[src/rtl/pcfs_pkg.sv]
package pcfs_pkg;

    typedef enum logic [1:0] {
        OP_RESET = 2'd0,
        OP_PROG  = 2'd1,
        OP_SECT  = 2'd2,
        OP_CHIP  = 2'd3
    } op_e;

    typedef enum logic [3:0] {
        S_IDLE,
        S_WSU,
        S_WLO,
        S_WHD,
        S_RD,
        S_GAP,
        S_SETTLE,
        S_FIN
    } state_e;

    // One command write: where it goes and what it carries
    typedef struct packed {
        logic        at_target;
        logic        with_data;
        logic [15:0] chip_a;
        logic [7:0]  code;
    } step_t;

    localparam logic [15:0] UNLOCK_A = 16'h5555;
    localparam logic [15:0] UNLOCK_B = 16'h2AAA;

    localparam logic [1:0] LF_NONE = 2'b00;
    localparam logic [1:0] LF_TLE  = 2'b01;
    localparam logic [1:0] LF_WDOG = 2'b10;

    function automatic int unsigned ns_to_cyc(int unsigned ns, int unsigned clk_ns);
        int unsigned c;
        c = (ns + clk_ns - 1) / clk_ns;
        return (c == 0) ? 1 : c;
    endfunction

    function automatic logic [2:0] step_count(op_e op);
        case (op)
            OP_RESET: return 3'd1;
            OP_PROG:  return 3'd4;
            default:  return 3'd6;
        endcase
    endfunction

    function automatic step_t step_of(op_e op, logic [2:0] idx);
        step_t s;
        s.at_target = 1'b0;
        s.with_data = 1'b0;
        s.chip_a    = UNLOCK_A;
        s.code      = 8'hAA;
        if (op == OP_RESET) begin
            s.at_target = 1'b1;
            s.code      = 8'hF0;
        end else begin
            case (idx)
                3'd1, 3'd4: begin
                    s.chip_a = UNLOCK_B;
                    s.code   = 8'h55;
                end
                3'd2: s.code = (op == OP_PROG) ? 8'hA0 : 8'h80;
                3'd3: begin
                    if (op == OP_PROG) begin
                        s.at_target = 1'b1;
                        s.with_data = 1'b1;
                    end
                end
                3'd5: begin
                    if (op == OP_SECT) begin
                        s.at_target = 1'b1;
                        s.code      = 8'h30;
                    end else begin
                        s.code = 8'h10;
                    end
                end
                default: ;
            endcase
        end
        return s;
    endfunction

endpackage

[src/rtl/pcfs_cmd_gen.sv]
module pcfs_cmd_gen
    import pcfs_pkg::*;
#(
    parameter int ADDR_W  = 23,
    parameter int PAIR_AW = 20
) (
    input  op_e               op,
    input  logic [2:0]        idx,
    input  logic [ADDR_W-1:0] tgt,
    input  logic [15:0]       wdata,
    output logic [ADDR_W-1:0] bus_a,
    output logic [15:0]       bus_d
);
    step_t             st;
    logic [ADDR_W-1:0] base;
    logic [ADDR_W-1:0] cmd_a;

    assign st    = step_of(op, idx);
    // Device-pair base: target with the in-pair offset removed
    assign base  = {tgt[ADDR_W-1:PAIR_AW], {PAIR_AW{1'b0}}};
    assign cmd_a = base | ADDR_W'({st.chip_a, 1'b0});
    assign bus_a = st.at_target ? {tgt[ADDR_W-1:1], 1'b0} : cmd_a;
    assign bus_d = st.with_data ? wdata : {st.code, st.code};
endmodule

[src/rtl/pcfs_lane_judge.sv]
module pcfs_lane_judge
    import pcfs_pkg::*;
(
    input  logic       clk,
    input  logic       rst_n,
    input  logic       arm,
    input  logic       sample,
    input  logic [7:0] lane_byte,
    input  logic       exp7,
    input  logic       wd_hit,
    output logic       resolved,
    output logic       passed,
    output logic [1:0] code
);
    logic rechk;

    always_ff @(posedge clk or negedge rst_n) begin
        if (!rst_n) begin
            resolved <= 1'b0;
            passed   <= 1'b0;
            rechk    <= 1'b0;
            code     <= LF_NONE;
        end else if (arm) begin
            resolved <= 1'b0;
            passed   <= 1'b0;
            rechk    <= 1'b0;
            code     <= LF_NONE;
        end else if (!resolved) begin
            if (sample) begin
                if (lane_byte[7] == exp7) begin
                    resolved <= 1'b1;
                    passed   <= 1'b1;
                end else if (rechk) begin
                    resolved <= 1'b1;
                    code     <= LF_TLE;
                end else if (lane_byte[5]) begin
                    rechk <= 1'b1;
                end
            end else if (wd_hit) begin
                resolved <= 1'b1;
                code     <= LF_WDOG;
            end
        end
    end
endmodule

[src/rtl/pcfs_flash_seq.sv]
module pcfs_flash_seq
    import pcfs_pkg::*;
#(
    parameter int CLK_NS     = 4,
    parameter int ADDR_W     = 23,
    parameter int PAIR_AW    = 20,
    parameter int POLL_LIMIT = 100000
) (
    input  logic              clk,
    input  logic              rst_n,
    input  logic              start,
    input  logic [1:0]        op,
    input  logic [ADDR_W-1:0] addr,
    input  logic [15:0]       wdata,
    output logic              busy,
    output logic              done,
    output logic              fail,
    output logic [3:0]        fail_code,
    output logic [ADDR_W-1:0] card_addr,
    output logic              ce1_n,
    output logic              ce2_n,
    output logic              oe_n,
    output logic              we_n,
    output logic [15:0]       bus_out,
    output logic              bus_oe,
    input  logic [15:0]       bus_in
);
    localparam int unsigned T_SU   = ns_to_cyc(20, CLK_NS);
    localparam int unsigned T_WLB  = ns_to_cyc(120, CLK_NS);
    localparam int unsigned T_HD   = ns_to_cyc(30, CLK_NS);
    localparam int unsigned T_CYC  = ns_to_cyc(200, CLK_NS);
    localparam int unsigned T_REST = (T_CYC > T_SU + T_HD) ? (T_CYC - T_SU - T_HD) : 1;
    localparam int unsigned T_WL   = (T_WLB > T_REST) ? T_WLB : T_REST;
    localparam int unsigned T_RD   = ns_to_cyc(200, CLK_NS);
    localparam int unsigned T_OE   = ns_to_cyc(125, CLK_NS);
    localparam int unsigned T_GAP  = ns_to_cyc(20, CLK_NS);
    localparam int unsigned T_MAX  = (T_RD > T_WL) ? T_RD : T_WL;
    localparam int          CNT_W  = $clog2(T_MAX + 1);
    localparam int          PW     = $clog2(POLL_LIMIT + 1);

    state_e            state, nxt;
    logic [CNT_W-1:0]  cnt;
    logic [2:0]        step;
    logic [PW-1:0]     polls;
    op_e               op_q;
    logic [ADDR_W-1:0] addr_q;
    logic [15:0]       wdata_q;

    logic              arm, sample, wd_hit, final_step;
    logic [1:0]        res, pas, exp7;
    logic [1:0]        lcode [2];
    logic [ADDR_W-1:0] gen_a;
    logic [15:0]       gen_d;

    pcfs_cmd_gen #(.ADDR_W(ADDR_W), .PAIR_AW(PAIR_AW)) u_gen (
        .op   (op_q),
        .idx  (step),
        .tgt  (addr_q),
        .wdata(wdata_q),
        .bus_a(gen_a),
        .bus_d(gen_d)
    );

    assign exp7[0] = (op_q == OP_PROG) ? wdata_q[7]  : 1'b1;
    assign exp7[1] = (op_q == OP_PROG) ? wdata_q[15] : 1'b1;

    for (genvar g = 0; g < 2; g++) begin : g_lane
        pcfs_lane_judge u_judge (
            .clk      (clk),
            .rst_n    (rst_n),
            .arm      (arm),
            .sample   (sample),
            .lane_byte(bus_in[8*g +: 8]),
            .exp7     (exp7[g]),
            .wd_hit   (wd_hit),
            .resolved (res[g]),
            .passed   (pas[g]),
            .code     (lcode[g])
        );
    end

    assign final_step = (step == step_count(op_q) - 3'd1);

    // Next state and control pulses
    always_comb begin
        nxt    = state;
        arm    = 1'b0;
        sample = 1'b0;
        wd_hit = 1'b0;
        unique case (state)
            S_IDLE: begin
                if (start) begin
                    nxt = S_WSU;
                    arm = 1'b1;
                end
            end
            S_WSU:  if (cnt == CNT_W'(T_SU - 1)) nxt = S_WLO;
            S_WLO:  if (cnt == CNT_W'(T_WL - 1)) nxt = S_WHD;
            S_WHD: begin
                if (cnt == CNT_W'(T_HD - 1)) begin
                    if (!final_step)            nxt = S_WSU;
                    else if (op_q == OP_RESET)  nxt = S_FIN;
                    else                        nxt = S_RD;
                end
            end
            S_RD: begin
                if (cnt == CNT_W'(T_RD - 1)) begin
                    nxt    = S_GAP;
                    sample = 1'b1;
                end
            end
            S_GAP: begin
                if (cnt == CNT_W'(T_GAP - 1)) begin
                    if (&res) begin
                        nxt = (&pas) ? S_SETTLE : S_FIN;
                    end else if (polls == PW'(POLL_LIMIT)) begin
                        nxt    = S_FIN;
                        wd_hit = 1'b1;
                    end else begin
                        nxt = S_RD;
                    end
                end
            end
            S_SETTLE: if (cnt == CNT_W'(T_OE - 1)) nxt = S_FIN;
            S_FIN:    nxt = S_IDLE;
            default:  nxt = S_IDLE;
        endcase
    end

    // State register, counters and operation latch
    always_ff @(posedge clk or negedge rst_n) begin
        if (!rst_n) begin
            state   <= S_IDLE;
            cnt     <= '0;
            step    <= '0;
            polls   <= '0;
            op_q    <= OP_RESET;
            addr_q  <= '0;
            wdata_q <= '0;
        end else begin
            state <= nxt;
            cnt   <= (nxt != state) ? '0 : cnt + 1'b1;
            if (state == S_IDLE && start) begin
                op_q    <= op_e'(op);
                addr_q  <= addr;
                wdata_q <= wdata;
                step    <= '0;
                polls   <= '0;
            end
            if (state == S_WHD && nxt == S_WSU) step <= step + 3'd1;
            if (sample) polls <= polls + 1'b1;
        end
    end

    // Card strobes and host status from the state
    always_comb begin
        ce1_n     = 1'b1;
        ce2_n     = 1'b1;
        oe_n      = 1'b1;
        we_n      = 1'b1;
        bus_oe    = 1'b0;
        busy      = (state != S_IDLE);
        done      = (state == S_FIN);
        fail_code = {lcode[1], lcode[0]};
        fail      = (state == S_FIN) && (fail_code != 4'd0);
        bus_out   = gen_d;
        card_addr = gen_a;
        unique case (state)
            S_WSU, S_WHD: begin
                ce1_n  = 1'b0;
                ce2_n  = 1'b0;
                bus_oe = 1'b1;
            end
            S_WLO: begin
                ce1_n  = 1'b0;
                ce2_n  = 1'b0;
                we_n   = 1'b0;
                bus_oe = 1'b1;
            end
            S_RD, S_SETTLE: begin
                ce1_n     = 1'b0;
                ce2_n     = 1'b0;
                oe_n      = 1'b0;
                card_addr = {addr_q[ADDR_W-1:1], 1'b0};
            end
            S_GAP: begin
                ce1_n     = 1'b0;
                ce2_n     = 1'b0;
                card_addr = {addr_q[ADDR_W-1:1], 1'b0};
            end
            default: ;
        endcase
    end
endmodule

[config.mk]
export PLATFORM = sky130hd
export DESIGN_NAME = pcfs_flash_seq
export DESIGN_NICKNAME = d
export VERILOG_FILES = /design/src/rtl/pcfs_pkg.sv /design/src/rtl/pcfs_cmd_gen.sv /design/src/rtl/pcfs_lane_judge.sv /design/src/rtl/pcfs_flash_seq.sv
export SDC_FILE = /design/constraint.sdc
export NUM_CORES = 1
export LEC_CHECK = 0
export ABC_CLOCK_PERIOD_IN_PS = 2230
export BUFFER_PORTS_ARGS = -buffer_cell sky130_fd_sc_hd__buf_2
export CAP_MARGIN = 20
export CORE_MARGIN = 4
export CORE_UTILIZATION = 50
export CTS_BUF_LIST = sky130_fd_sc_hd__clkbuf_4 sky130_fd_sc_hd__clkbuf_8
export CTS_CLUSTER_SIZE = 24
export DETAILED_ROUTE_END_ITERATION = 6
export GPL_TIMING_DRIVEN = 0
export PLACE_DENSITY = 0.75
export RECOVER_POWER = 25
export SLEW_MARGIN = 20
export SYNTH_ARGS = -nofsm -noshare
export SYNTH_HDL_FRONTEND = slang
export SYNTH_HIERARCHICAL = 1
export SYNTH_SLANG_ARGS = --single-unit
[constraint.sdc]
create_clock -name clk -period 2.23 [get_ports clk]
set_input_delay 0.1115 -clock clk [delete_from_list [all_inputs] [get_ports clk]]
set_output_delay 0.1115 -clock clk [all_outputs]
set_load 0.01 [all_outputs]
==> key figures, run 1 <==
Synthesis
  – Synthesized cell area: 4970 um^2
  – Yosys warns: 6
  – Synth Area per Inst: 8.90 um^2
  – Net count after synthesis: 625
  – Synthesized instance count: 559

Critical path
  – Setup CP Type: flip-flop to output port
  – Req. time, crit path: 2.12 ns
  – CP endpoint: card_addr[14]
  – Worst Setup Start Kind: flip-flop
  – Worst setup path start: step[2]
  – CP peak stage delay: 0.51 ns
  – Worst r2r src: polls[1]
  – R2r setup slk: 0.14 ns
  – Crit. End Element: output port
  – Critical path cell sequence: nor2b_1 > buf_4 > buf_6 > a221o_1 > mux2_2 > buf_2
  – Slowest stage cell, crit path: dfrtp_2
  – Worst-case reg-to-reg path depth: 7
  – Top fanout value on the critical path: 10
  – Crit path arrival time: 2.06 ns
  – Reg-to-Reg End: cnt[2]

Drt
  – Via count of the routed design: 4,714
  – Drt first pass iters: 5
  – DRC: 0
  – Antenna Nets Post-Route: 0
  – WL/cell: 16.2 um
  – Iter 0 DRT Violations: 349
  – WL final: 13,900 um
  – Vias per cell: 5.51

Layout
  – Most frequent cells in the layout: nand2_1, buf_2, dfrtp_1
  – Register area: 2010 um^2
  – N_diodes: 0
  – Fill cells: 790
  – Area occupied by multi-input gates: 2710 um^2
  – Layout cells sized above 1: 29.0%
  – Area delta synth->final: 30.3%
  – Nets: 784
  – Commonest non-fill, non-tap cell in the layout: nand2_1
  – Final Core Density: 66.6%

STA
  – Slew Viols, Final: 30
  – Final period util: 97.3%
  – RSZ-0062 raised after global routing: true
  – Clk_skew: 0.0136 ns
  – Hold slack: 0.147 ns
  – # setup viols final: 0
  – Final hold violations: 0
  – Max Freq: 0.461 GHz
  – Measured slew at the worst slew-check pin: 1.79 ns
  – Slew headroom: -19.6%
  – Period minus WS final: 2.17 ns

Clocking
  – Clock latency on the worst-skew pair: 0.35 ns
  – CTS Buffer Depth: 2
  – CTS clock-pin slew for the worst setup and hold paths: 0.08 ns
  – Clk root buf: clkbuf_8
  – CTS tree: done
  – H-tree depth: 3
  – TritonCTS buffer count: 9
  – Clock sink count: 80

Hold path
  – Hold Path Class: primary input to flip-flop

Floorplanning
  – Die area: 11,600 um^2
  – Io pins: 111
  – Num rows: 36
  – Starting density of the core: 51.1%
  – Die H: 108 um
  – Core area: 9730 um^2
  – Die width: 108 um

Placed design
  – PortBufs: 96
  – Final HPWL DP: 9260 um
  – GP Congestion: 0.849

Global routing
  – Largest net degree at the start of global routing: 52
  – First-pass GRT wire length: 22,100 um
  – Vias in the first global route: 4,612
  – Initial antenna violation count: 0
  – Grt ovf: 0
  – GRT Util Overall: 23.7%

Outcome
  – Status: complete, but fails checks
  – Failing checks: max-capacitance violations, max-slew violations

Power
  – Leak pwr: 3.07 nW
  – Pwr Density: 615 nW/um^2
  – Max VDD drop: 468 uV

Job
  – Max cap viols: 1
[repair_timing]
| item | 4_1_cts | 5_1_grt |
|---|---|---|
| buffers inserted | 6 | 5 |
| pin swaps | 3 | 5 |
| endpoints found under the setup margin | 43 | 65 |
| gates cloned | 0 | 0 |
| endpoints found under the hold margin | 69 | 0 |
| hold buffers | 41 | 0 |
| resized for setup | 23 | 17 |
[worst max-delay path: cells and delay by family, from the launching register on]
family / cells / cell delay (ns)
AO/OA/AOI/OAI: 1 / 0.31
flip-flops: 1 / 0.51
multiplexers: 1 / 0.27
AND/OR/NAND/NOR: 1 / 0.16
buffers and inverters: 3 / 0.46
[how the worst min path moves through the flow]
stage	endpoint	from	depth (start not counted)	slack, ns
floorplan	addr_q[10]	rst_n	0	-0.18
global placement	addr_q[16]	addr[16]	3	0.30
detailed placement	addr_q[11]	rst_n	1	0.08
CTS	g_lane[1].u_judge/code[0]	bus_in[15]	3	0.13
global route	g_lane[0].u_judge/code[0]	bus_in[7]	3	0.15
finish	g_lane[0].u_judge/code[0]	bus_in[7]	3	0.15
[report_power, final]
part	internal [mW]	switching, mW	total (mW)
combinational	0.499	0.558	1.06
clock	0.657	0.545	1.20
sequential	1.60	0.125	1.72
[state kept, by name (all words and copies together) (netlist names)]
name and flops:
g_lane.u_judge/rechk 2, g_lane.u_judge/resolved 2, state 4, addr_q 22
wdata_q 16, g_lane.u_judge/code 4, g_lane.u_judge/passed 2, cnt 6
polls 17, step 3, op_q 2
[cell type report]
class,count,area share [%]
clock inverter,5,1.25
sequential,80,31.0
tap,133,2.57
inverter,27,1.56
clock buffer,11,2.14
multi-input combinational,417,41.8
buffer,34,4.07
timing repair buffer,149,15.6
[metal layers]
metal | vias to the layer above | track usage, % | routed length, um
met2 | 157 | 40.0 | 6840
met1 | 2266 | 30.8 | 6010
met5 | - | 0 | 0
li1 | 2271 | - | -
met3 | 20 | 4.08 | 750
met4 | 0 | 8.21 | 254
[metrics by stage]
stage                     cell area, um^2  instances    TNS, ns  power [mW]  setup slack (ns)
after floorplan                      4970        559          0        2.33             0.142
after global placement               5620        788      -5.72        2.64            -0.497
after detailed placement             5650        789      -6.88        2.68            -0.555
after CTS                            6400        852  -0.000307        3.97         -0.000307
after global routing                 6480        856    -0.0126        4.20          -0.00884
final                                6480        856          0        3.98            0.0602
Note: power is estimated with default switching activity, not from simulation.
==> run 2, diff against run 1 <==
- ABC_CLOCK_PERIOD_IN_PS: 2230 -> 2700
- CORE_UTILIZATION: 50 -> 40
- PLACE_DENSITY: 0.75 -> 0.6
- clock period: 2.23 -> 2.7 ns (I/O delays scaled with it)
==> run 2 against run 1 <==
  * The run still ends with max-capacitance violations, max-slew violations left
  * Utilization fell by 14 points
  * Non-clock buffer count down 11
  * Worst setup slack better by 0.021 ns
  * Power shrank 16%
  * Critical endpoint is now card_addr[6]
  * Flip-flop and latch count is the same
  * Sequential power fell by 17%
  * Clock-buffer cell count decreased by 1
  * Combinational power decreased by 22%
  * Largest power group unchanged
  * Register-to-register slack better by 0.09 ns
  * Design area is 2.1% lower
==> key figures, run 2 (synthesis gave the netlist of run 1 again) <==
STA
  – RSZ-0062 raised after global routing: false
  – Measured slew at the worst slew-check pin: 1.63 ns (-0.165 ns)
  – Slew headroom: -8.67% (+11 points)
  – Clk_skew: 0.0148 ns (+0.00113 ns)
  – Slew Viols, Final: 27 (-10%)
  – Period minus WS final: 2.62 ns
  – Final period util: 97.0%
  – # setup viols final: 0 (unchanged)
  – Max Freq: 0.382 GHz
  – Final hold violations: 0 (unchanged)

Layout
  – Most frequent cells in the layout: nand2_1, buf_2, dfrtp_1
  – Largest register FFs: 22 (unchanged)
  – N_diodes: 0 (unchanged)
  – Area delta synth->final: 27.5%
  – Fill cells: 1,143 (+45%)
  – Commonest non-fill, non-tap cell in the layout: nand2_1
  – Final Core Density: 52.4% (-14 points)
  – Top Registers: addr_q: 22 flops, polls: 17 flops, wdata_q: 16 flops
  – Register area: 2000 um^2 (-0.25%)
  – Nets: 773 (-1.4%)
  – Area occupied by multi-input gates: 2640 um^2 (-2.6%)
  – Layout cells sized above 1: 25.5% (-3.6 points)
  – Biggest register: addr_q

Placed design
  – Final HPWL DP: 9610 um (+3.7%)
  – GP Congestion: 0.834 (-1.8%)
  – PortBufs: 96 (unchanged)

Floorplanning
  – Io pins: 111 (unchanged)
  – Die H: 120 um (+11%)
  – Starting density of the core: 41.1% (-10 points)
  – Num rows: 40 (+11%)
  – Die area: 14,300 um^2 (+23%)
  – Core area: 12,100 um^2 (+24%)
  – Die width: 120 um (+11%)

Global routing
  – Largest net degree at the start of global routing: 55 (+5.8%)
  – First-pass GRT wire length: 22,800 um (+3.1%)
  – Grt ovf: 0 (unchanged)
  – Vias in the first global route: 4,507 (-2.3%)
  – Initial antenna violation count: 0 (unchanged)
  – GRT Util Overall: 19.6% (-4.1 points)

Drt
  – WL final: 13,800 um (-0.56%)
  – WL/cell: 15.7 um (-3.2%)
  – Drt first pass iters: 5 (unchanged)
  – Vias per cell: 5.19 (-5.7%)
  – Iter 0 DRT Violations: 389 (+11%)
  – Antenna Nets Post-Route: 0 (unchanged)
  – DRC: 0 (unchanged)
  – Via count of the routed design: 4,564 (-3.2%)

Critical path
  – Setup CP Type: flip-flop to output port
  – Crit. End Element: output port
  – Slowest stage cell, crit path: buf_1
  – CP peak stage delay: 0.51 ns (about the same)
  – Worst Setup Start Kind: flip-flop
  – Worst-case reg-to-reg path depth: 5 (-2)
  – R2r setup slk: 0.23 ns (+0.09 ns)
  – Family with the most delay on the worst path: buffers and inverters
  – Critical path cell sequence: buf_4 > and2b_2 > nand2_1 > buf_1 > mux2_2 > buf_2
  – Worst path depth: 6 (unchanged)
  – WP buf/inv: 3 (unchanged)
  – Req. time, crit path: 2.57 ns (+0.45 ns)
  – Top fanout value on the critical path: 10 (unchanged)
  – Crit path arrival time: 2.48 ns (+0.42 ns)

Outcome
  – Status: complete, but fails checks
  – Failing checks: max-capacitance violations, max-slew violations

Power
  – Max VDD drop: 254 uV (-46%)
  – Leak pwr: 2.97 nW (-3.1%)
  – Total power: 3.36 mW (-16%)
  – Pwr Density: 530 nW/um^2 (-14%)

Clocking
  – CTS clock-pin slew for the worst setup and hold paths: 0.09 ns (about the same)
  – TritonCTS buffer count: 9 (unchanged)
  – Clock latency on the worst-skew pair: 0.37 ns (+0.02 ns)
  – Clock sink count: 80 (unchanged)
  – Clk root buf: clkbuf_8
  – CTS tree: done
  – H-tree depth: 3 (unchanged)
  – CTS Buffer Depth: 2 (unchanged)

Job
  – Max cap viols: 1 (unchanged)

Hold path
  – Hold Path Class: primary input to flip-flop
  – Hold path depth: 3 (unchanged)
[run 2: cell types whose count changed in the layout (fill, tap and decap cells not counted), moves of 2 or more]
cell,change
buf_1,+4
dfrtp_2,-4
buf_2,+6
buf_4,-14
nor2_1,+2
mux2_4,-2
mux2_2,+2
clkbuf_4,-2
nor2_2,-2
clkbuf_2,-3
dfrtp_1,+4
buf_6,-5
[run 2: what timing repair did]
item,4_1_cts,5_1_grt
setup buffers,0,0
endpoints found under the hold margin,66,0
hold buffers,41,0
endpoints found under the setup margin,8,34
gates resized for setup,0,3
pin swaps,0,0
[run 2: area by class of cell]
type | count | share of cell area, %
clock inverters | 5 | 1.64
repair buffers | 138 | 14.5
flip-flops and latches | 80 | 31.6
clock buffers | 10 | 2.17
well taps | 168 | 3.31
inverters | 27 | 1.60
multi-input cells | 417 | 41.6
plain buffers | 34 | 3.65
[run 2: metrics by stage]
stage / cell area, um^2 / hold WS (ns) / setup slack, ns / instances / setup TNS (ns)
finish: 6340 / 0.142 / 0.0808 / 879 / 0
CTS: 6340 / 0.122 / 0.00876 / 879 / 0
global route: 6340 / 0.167 / 0.00406 / 879 / 0
floorplan: 4970 / -0.161 / 0.612 / 559 / 0
global placement: 5670 / 0.326 / -0.149 / 823 / -0.775
detailed placement: 5700 / 0.0930 / -0.124 / 824 / -0.644
[run 2: path summary, 6_finish.rpt]
kind | start | to
max reg2reg | polls[13] | g_lane[1].u_judge/code[1]
min reg2reg | wdata_q[11] | wdata_q[11]
max | state[2] | card_addr[6]
max in group asynchronous | rst_n | addr_q[4]
min in group asynchronous | rst_n | wdata_q[3]
min | bus_in[15] | g_lane[1].u_judge/code[0]
[run 2: per-layer routing]
metal  global-route usage (%)  part of all wire [%]  routed length (um)  vias up
met5                        0                     0                   0        -
met4                     5.44                   1.3                 179        0
met3                     4.01                   5.7                 779       15
met2                     31.4                    46                6340      147
met1                     27.1                    47                6480     2148
li1                         -                     -                   -     2254
[run 2: tightest hold or removal path, stage by stage]
cell and delay [ns]:
buf_2 0.10, xnor2_1 0.10, o32ai_1 0.12
[run 2: power breakdown]
| group | leakage (nW) | total [mW] | internal [mW] | switching (mW) |
|---|---|---|---|---|
| Clock | 0.123 | 1.11 | 0.637 | 0.473 |
| Combinational | 1.80 | 0.831 | 0.388 | 0.443 |
| Sequential | 1.05 | 1.42 | 1.32 | 0.0994 |
==> run 3, diff against run 2 <==
- CORE_ASPECT_RATIO: not set -> 0.6
==> run 3 against run 2 <==
  * The flow still finishes with violations (max-capacitance violations, max-slew violations)
  * Maximum frequency increased by 2.4%
  * Wire length increased by 1.5%
  * Combinational power about the same
  * Worst setup slack improved by 0.061 ns
  * Critical path depth unchanged
  * Final cell count decreased by 0.23%
  * Non-clock buffer count unchanged
  * Design area decreased by 0.24%
  * Power decreased by 2.9%
  * Critical endpoint is now card_addr[16]
==> key figures, run 3 (synthesis gave the netlist of run 1 again) <==
Outcome
  – Status: complete, but fails checks
  – Failing checks: max-capacitance violations, max-slew violations

Clocking
  – CTS clock-pin slew for the worst setup and hold paths: 0.08 ns (about the same)
  – TritonCTS buffer count: 9 (unchanged)
  – Clock latency on the worst-skew pair: 0.36 ns (about the same)
  – Clk root buf: clkbuf_8
  – H-tree depth: 3 (unchanged)
  – Post-CTS Setup Bufs: 0 (unchanged)
  – CTS tree: done
  – CTS Buffer Depth: 2 (unchanged)
  – Clock sink count: 80 (unchanged)

STA
  – RSZ-0062 raised after global routing: false
  – Post-route setup TNS: 0 ns (unchanged)
  – Final WS setup: 0.142 ns (+0.0609 ns)
  – Measured slew at the worst slew-check pin: 1.88 ns (+0.253 ns)
  – Final period util: 94.8% (-2.3 points)
  – Slew headroom: -25.6% (-17 points)
  – Max Freq: 0.391 GHz (+2.4%)
  – Period minus WS final: 2.56 ns (-0.0609 ns)
  – Final hold violations: 0 (unchanged)
  – # setup viols final: 0 (unchanged)
  – Clk_skew: 0.0103 ns (-0.00443 ns)
  – Slew Viols, Final: 32 (+19%)

Drt
  – Vias per cell: 5.31 (+2.3%)
  – WL/cell: 15.9 um (+1.7%)
  – Antenna Nets Post-Route: 0 (unchanged)
  – Drt first pass iters: 4 (-1)
  – Iter 0 DRT Violations: 313 (-20%)
  – WL final: 14,000 um (+1.5%)
  – Via count of the routed design: 4,657 (+2.0%)
  – DRC: 0 (unchanged)

Floorplanning
  – Io pins: 111 (unchanged)
  – Core area: 12,100 um^2 (about the same)
  – Die area: 14,300 um^2 (+0.41%)
  – Starting density of the core: 41.1% (about the same)
  – Die H: 94.4 um (-21%)
  – Die width: 152 um (+27%)
  – Num rows: 31 (-23%)

Global routing
  – Largest net degree at the start of global routing: 50 (-9.1%)
  – First-pass GRT wire length: 23,000 um (+1.1%)
  – Grt ovf: 0 (unchanged)
  – Met3 global-route usage: 4.99% (+0.99 points)
  – GRT Util Overall: 19.6% (about the same)
  – Initial antenna violation count: 0 (unchanged)
  – Most used routing layer: met2
  – Vias in the first global route: 4,540 (+0.73%)
  – M1 GR Usage: 28.6% (+1.5 points)
  – GRT met2 Usage: 29.8% (-1.6 points)

Layout
  – Biggest register: addr_q
  – N_diodes: 0 (unchanged)
  – Final Core Density: 52.3% (-0.081 points)
  – Nets: 773 (unchanged)
  – Commonest non-fill, non-tap cell in the layout: nand2_1
  – Most frequent cells in the layout: nand2_1, buf_2, dfrtp_1
  – Area delta synth->final: 27.2%
  – Largest register FFs: 22 (unchanged)
  – Layout cells sized above 1: 25.6% (+0.10 points)
  – Top Registers: addr_q: 22 flops, polls: 17 flops, wdata_q: 16 flops
  – Post-layout instance count excluding filler cells: 877 (-0.23%)

Power
  – Sw Share: 30.0% (-0.23 points)
  – Flop pwr share: 43.7% (+1.4 points)
  – Clock share of power: 30.9% (-2.1 points)
  – Max VDD drop: 292 uV (+15%)
  – Comb power frac: 25.4% (+0.7 points)
  – Total power: 3.26 mW (-2.9%)
  – Pwr Density: 516 nW/um^2 (-2.6%)
  – P_int: 2.29 mW (-2.5%)
  – Leak pwr: 2.97 nW (-0.24%)
  – Sw power: 0.978 mW (-3.6%)

Placed design
  – Placed insts: 821 (-0.36%)
  – Post-Place Worst Slack: -0.111 ns (+0.0126 ns)
  – PortBufs: 96 (unchanged)
  – GP Congestion: 0.870 (+4.3%)
  – Final HPWL DP: 10,300 um (+7.6%)

Critical path
  – Critical path cell sequence: buf_4 > and2b_2 > nand2_1 > clkbuf_1 > mux2_2 > buf_2
  – Family with the most delay on the worst path: buffers and inverters
  – Setup CP Type: flip-flop to output port
  – Slowest stage cell, crit path: clkbuf_1
  – Top fanout value on the critical path: 10 (unchanged)
  – Crit. End Element: output port
  – CP peak stage delay: 0.53 ns (+0.02 ns)
  – Req. time, crit path: 2.57 ns (about the same)
  – WP buf/inv: 3 (unchanged)
  – Worst Setup Start Kind: flip-flop
  – Crit path arrival time: 2.42 ns (-0.06 ns)

Job
  – Max cap viols: 1 (unchanged)

Hold path
  – Hold Path Class: primary input to flip-flop
-- run 3: cell type report --
type	count	area, um^2
fillers	1154	5770
multi-input cells	417	2650
flip-flops and latches	80	2000
repair buffers	138	917
plain buffers	34	230
well taps	165	206
clock buffers	13	160
inverters	27	101
clock inverters	3	65.1
-- run 3: power groups by stage --
stage | combinational (mW) | sequential [mW] | clock (mW)
after global routing | 0.932 | 1.45 | 1.08
final | 0.830 | 1.43 | 1.01
after detailed placement | 0.787 | 1.45 | 0
after CTS | 0.836 | 1.43 | 1.04
after global placement | 0.758 | 1.44 | 0
after floorplan | 0.511 | 1.42 | 0
-- run 3: timing repair --
item / in CTS / in global routing
setup endpoints to repair: 8 / 5
hold buffers: 41 / 0
pin swaps: 0 / 0
hold endpoints to repair: 71 / 0
resized for setup: 0 / 2
-- run 3: worst min-delay path, stage by stage --
cell	delay, ns
buf_2	0.10
xnor2_1	0.11
o32ai_1	0.12
-- run 3: worst paths after layout --
check | to | slack [ns] | startpoint | depth (start not counted)
worst max register to register | wdata_q[5] | 0.36 | state[2] | 8
worst min-delay path | g_lane[0].u_judge/code[0] | 0.16 | bus_in[7] | 3
worst max-delay path | card_addr[16] | 0.14 | state[2] | 6
worst min register to register | wdata_q[9] | 0.48 | wdata_q[9] | 2
max in group asynchronous | addr_q[4] | 0.78 | rst_n | 2
min in group asynchronous | g_lane[0].u_judge/code[0] | 0.83 | rst_n | 2
-- run 3: through the flow --
step / instance area, um^2 / hold slack [ns]
floorplan: 4970 / -0.161
global placement: 5660 / 0.325
detailed placement: 5690 / 0.115
CTS: 6320 / 0.155
global route: 6330 / 0.163
finish: 6330 / 0.164
-- run 3: routing by layer --
layer	up-vias	wire length [um]
met3	18	835
met5	-	0
met1	2267	6900
met4	0	150
li1	2247	-
met2	125	6100
